<file path="config.mk">
export PLATFORM = sky130hd
export DESIGN_NAME = tc_cell_stats
export DESIGN_NICKNAME = d
export VERILOG_FILES = /design/src/rtl/tc_cell_stats.sv
export SDC_FILE = /design/constraint.sdc
export NUM_CORES = 1
export LEC_CHECK = 0
export BUFFER_PORTS_ARGS = -buffer_cell sky130_fd_sc_hd__buf_2
export CORE_AREA = 2 2 85 128
export CTS_BUF_LIST = sky130_fd_sc_hd__clkbuf_8
export CTS_CLUSTER_DIAMETER = 30
export DETAILED_ROUTE_END_ITERATION = 6
export DIE_AREA = 0 0 87 130
export PLACE_DENSITY = 0.78
export SYNTH_ARGS = -nofsm -noshare
export SYNTH_HDL_FRONTEND = slang
export SYNTH_SLANG_ARGS = --single-unit
export TNS_END_PERCENT = 30
</file>
<file path="constraint.sdc">
create_clock -name clk -period 4.95 [get_ports clk]
set_input_delay 0.99 -clock clk [delete_from_list [all_inputs] [get_ports clk]]
set_output_delay 0.99 -clock clk [all_outputs]
set_load 0.01 [all_outputs]
</file>
<file path="src/rtl/tc_cell_stats.sv">
module tc_cell_stats #(
  parameter int CW = 16,
  parameter int AW = 3
) (
  input  logic          clk,
  input  logic          rst_n,
  input  logic          ev_rx_good,
  input  logic          ev_tx_done,
  input  logic          ev_rx_err,
  input  logic          ev_rx_fix,
  input  logic          ev_tx_idle,
  input  logic          keep_on_read,
  input  logic          fix_off,
  input  logic          rd_en,
  input  logic          wr_en,
  input  logic [AW-1:0] addr,
  input  logic [CW-1:0] wdata,
  output logic [CW-1:0] rdata,
  output logic          irq
);
  localparam int NC = 5;
  localparam logic [AW-1:0] A_STS = AW'(NC);
  localparam logic [AW-1:0] A_MSK = AW'(NC + 1);
  localparam logic [CW-1:0] TOP = '1;

  logic [CW-1:0] cnt [NC];
  logic [NC-1:0] ev, rclr, wrap, sts, msk;
  logic [CW-1:0] rd_val;
  logic          sts_wr, msk_wr;

  assign ev = {ev_tx_idle, ev_rx_fix & ~fix_off, ev_rx_err, ev_tx_done, ev_rx_good};
  assign sts_wr = wr_en && addr == A_STS;
  assign msk_wr = wr_en && addr == A_MSK;

  for (genvar i = 0; i < NC; i++) begin : g_cnt
    assign rclr[i] = rd_en && !keep_on_read && addr == AW'(i);
    assign wrap[i] = ev[i] && !rclr[i] && cnt[i] == TOP;

    always_ff @(posedge clk) begin
      if (!rst_n)       cnt[i] <= '0;
      else if (rclr[i]) cnt[i] <= CW'(ev[i]);
      else if (ev[i])   cnt[i] <= cnt[i] + 1'b1;
    end


    clr_evt_chk: assert property (@(posedge clk) disable iff (!rst_n)
      rclr[i] && ev[i] |=> cnt[i] == CW'(1));

    keep_chk: assert property (@(posedge clk) disable iff (!rst_n)
      rd_en && keep_on_read && addr == AW'(i) && !ev[i] |=> $stable(cnt[i]));

    wrap_chk: assert property (@(posedge clk) disable iff (!rst_n)
      ev[i] && !rclr[i] && cnt[i] == TOP |=> cnt[i] == '0 && sts[i]);
  end

  always_ff @(posedge clk) begin
    if (!rst_n) begin
      sts <= '0;
      msk <= '0;
    end else begin
      sts <= (sts & ~(sts_wr ? wdata[NC-1:0] : '0)) | wrap;
      if (msk_wr) msk <= wdata[NC-1:0];
    end
  end

  always_comb begin
    rd_val = '0;
    for (int i = 0; i < NC; i++)
      if (addr == AW'(i)) rd_val = cnt[i];
    if (addr == A_STS) rd_val = CW'(sts);
    if (addr == A_MSK) rd_val = CW'(msk);
  end

  always_ff @(posedge clk) begin
    if (!rst_n)     rdata <= '0;
    else if (rd_en) rdata <= rd_val;
  end

  assign irq = |(sts & msk);


  fix_off_chk: assert property (@(posedge clk) disable iff (!rst_n)
    fix_off && !rclr[3] |=> $stable(cnt[3]));

  unmapped_chk: assert property (@(posedge clk) disable iff (!rst_n)
    rd_en && addr > A_MSK |=> rdata == '0);

  irq_mask_chk: assert property (@(posedge clk) disable iff (!rst_n)
    msk_wr && wdata[NC-1:0] == '0 |=> !irq);

  sts_set_chk: assert property (@(posedge clk) disable iff (!rst_n)
    sts_wr && wdata[NC-1:0] == '1 && wrap == '0 |=> sts == '0);
endmodule

</file>
==> impl_results.md <==
- Cell area after synthesis: 0.00600 mm²
- Die W: 87 µm
- P_sw: 0.000510 W
- Maxcap violations: 0
- Final setup violating endpoints: 0
- Max transition margin: 0.454
- Gpl congestion: 0.917
- Clk_lat worst skew: 400 ps
- CTS-repair resized insts: 0
- Setup Fix Bufs, Post-CTS: 0
- Max Slew Vio Count: 0
- Setup Skew: 8.77 ps
- Fin. Hold Viols: 0
- Final net count: 670
- Flop pwr share: 0.594
- Largest family of logic cells by synthesized area: simple AND/OR/NAND/NOR gates
- I/O pin count: 47
- Util after Layout: 0.623
- Post-synthesis mux area share: 0.0407
- Crit Reg-Reg Startpoint: cnt[3][2]
- Number of remaining DRC errors: 0
- RSZ-0062 raised after global routing: false
- Worst R2R Setup Slack: 2920 ps
- Final period util: 0.583
- Starting Density: 0.582
- Startpoint types: primary input
- Clock share of power: 0.299
- Synth Register Bits: 106
- H-tree lvl count: 3
- Xor and xnor fraction of the mapped netlist area: 0.0847
- Arr. time, crit path: 2920 ps
- Total Wirelength: 14,900 µm
- Number of synthesized flops with an enable pin: 80
- Pleak: 2.19 nW
- Global-route wire length before repair: 23,300 µm
- Clock sink total: 106
- Pre-antenna DRT Iters: 6
- Crit Path Max Fanout: 43
- Post-Syn Area per Cell: 9.75 µm²
- Fraction of registers with async set/reset: 0
- Internal power: 0.00132 W
- PD cells: 286 mW/mm²
- CTS Hold Bufs: 0
- Fmax: 0.346 GHz
- Vias in the first global route: 4,612
- Largest net degree at the start of global routing: 49
- CORE AREA: 0.0103 mm²
- Yosys warns: 0
- Max VDD drop: 0.147 mV
- Die height: 130 µm
- Proportion of layout cells with a drive suffix above 1: 0.0922
- Root buf cell: clkbuf_8
- Sequential cell area fraction in the yosys report: 0.487
- Ys flop type: edfxtp_1
- WL/cell: 19.6 µm
- Initial DRC count: 467
- Most frequent cells in the layout: edfxtp_1 (80), nor2_1 (74), nand2_1 (49)
- IO buf count: 35
- ANT nets after route: 0
- Post-Synth Adder-Cell Area: 0.0104
- R2R depth: 4
- Mapped Cells: 615
- Worst slew pin tran: 817 ps
- Remaining Overflow, GRT: 0
- Compound-Gate Fraction of Synth Area: 0.120
- Setup crit end: cnt[4][10]
- Layout area overhead: 7.01%
- Die area: 0.0113 mm²
- Vias: 4,882
- Commonest non-fill, non-tap cell in the layout: edfxtp_1
- Setup TNS: 0 ps
- Row cnt: 46
- TritonCTS clock tree: done
- Max Buffers Root-to-Sink: 2
- Worst-path clk slew: 100 ps
- WP data required: 4980 ps
- Crit path capture type: register
- Initial antenna violation count: 1
- Sw Ratio: 0.278
- Yosys cell types: 53
- Min cycle time layout: 2890 ps
- Crit. Startpoint: addr[1]
- Crit Path Class: primary input to register
- Fillers: 840
- FF-to-FF End: cnt[3][13]
- Simple-Gate Fraction of Synth Area: 0.228
- Synth Net Count: 650
- All-layer global routing usage: 0.272
- Combinational share of power: 0.107
- Num CTS Buffers: 9
- Post-DP HPWL: 10,800 µm
- Via density: 6.42
- Status: completed
- Worst Hold Class: register to register
==> flip-flops by register name (all words and copies together) (netlist names) <==
name and count:
cnt 80, msk 5, rdata 16, sts 5
==> cells in the mapped netlist, types with 2 or more instances <==
| master | n | area share |
|---|---|---|
| mux2i_1 | 15 | 0.025 |
| nor4_1 | 17 | 0.018 |
| nor2b_1 | 15 | 0.016 |
| nand2_1 | 49 | 0.031 |
| nor3_1 | 20 | 0.017 |
| ha_1 | 5 | 0.010 |
| dfxtp_1 | 26 | 0.087 |
| buf_2 | 5 | 0.0042 |
| nand3_1 | 40 | 0.033 |
| a221o_1 | 6 | 0.010 |
| o221ai_1 | 4 | 0.0058 |
| nand4_1 | 13 | 0.014 |
| xnor2_1 | 47 | 0.069 |
| or3_1 | 6 | 0.0063 |
| a21o_1 | 2 | 0.0025 |
| clkbuf_1 | 19 | 0.012 |
| o31ai_1 | 10 | 0.013 |
| edfxtp_1 | 80 | 0.40 |
| and4_1 | 2 | 0.0029 |
| and2_1 | 8 | 0.0083 |
| a21oi_1 | 29 | 0.024 |
| a211oi_1 | 5 | 0.0063 |
| and3_1 | 7 | 0.0073 |
| or4_1 | 3 | 0.0038 |
| buf_1 | 2 | 0.0013 |
| mux4_2 | 3 | 0.011 |
| a2111oi_0 | 5 | 0.0073 |
| nor2_1 | 74 | 0.046 |
| o311ai_0 | 3 | 0.0044 |
| o21ai_0 | 23 | 0.019 |
| xor2_1 | 11 | 0.016 |
| inv_1 | 17 | 0.011 |
| nor3b_1 | 2 | 0.0025 |
| nand2b_1 | 10 | 0.010 |
| a31oi_1 | 4 | 0.0042 |
| nand3b_1 | 6 | 0.0075 |
| o22ai_1 | 4 | 0.0042 |
| a41o_1 | 3 | 0.0050 |
==> power by group through the flow <==
stage	clock network (W)	registers (W)	logic, W
2_1_floorplan	0	0.00108	0.000139
3_3_place_gp	0	0.00110	0.000188
3_5_place_dp	0	0.00111	0.000192
4_1_cts	0.000552	0.00109	0.000194
5_1_grt	0.000583	0.00110	0.000216
6_report	0.000549	0.00109	0.000196
==> how the worst min path moves through the flow <==
stage                     startpoint        to  depth (start not counted)  slack (ps)
after floorplan               sts[2]    sts[2]                          2         460
after global placement      rdata[9]  rdata[9]                          2         430
after detailed placement    rdata[6]  rdata[6]                          2         440
after CTS                   rdata[6]  rdata[6]                          2         470
after global routing        rdata[6]  rdata[6]                          2         480
final                       rdata[6]  rdata[6]                          2         460
==> area by class of cell <==
type	instances	area (µm²)	share of cell area
Inverter	17	63.8	0.00994
Tap cell	120	150	0.0234
Clock buffer	9	124	0.0193
Multi-Input combinational cell	465	2900	0.452
Antenna cell	1	2.50	0.000390
Clock inverter	7	70.1	0.0109
Timing Repair Buffer	36	183	0.0285
Sequential cell	106	2920	0.455
==> per-layer routing <==
| metal | vias to the layer above | share of wire | track usage |
|---|---|---|---|
| met3 | 55 | 0.044 | 0.0285 |
| met4 | 0 | 0.055 | 0.199 |
| met1 | 2317 | 0.40 | 0.319 |
| met2 | 189 | 0.50 | 0.455 |
| li1 | 2321 | - | - |
| met5 | - | 0 | 0 |
==> stage by stage <==
step	hold WS [ps]	std cells	worst slack [ps]	area (µm²)	total power [W]
2_1_floorplan	458	615	2360	6000	0.00122
6_report	459	761	2060	6420	0.00183
4_1_cts	466	760	2130	6420	0.00183
3_5_place_dp	443	744	1740	6220	0.00130
3_3_place_gp	431	744	1790	6220	0.00129
5_1_grt	485	761	1910	6420	0.00190
==> cell families after synthesis <==
family,Yosys count
flops,106
fa+ha+maj,5
xor+xnor,58
compound gates,108
buf+inv,44
simple gates,275
mux,19
==> critical path: stages <==
cell	delay (ps)
buf_2	310
nor3b_1	740
nand2_1	230
nand3b_1	640
No activity file was read; power rests on OpenSTA's default activity.
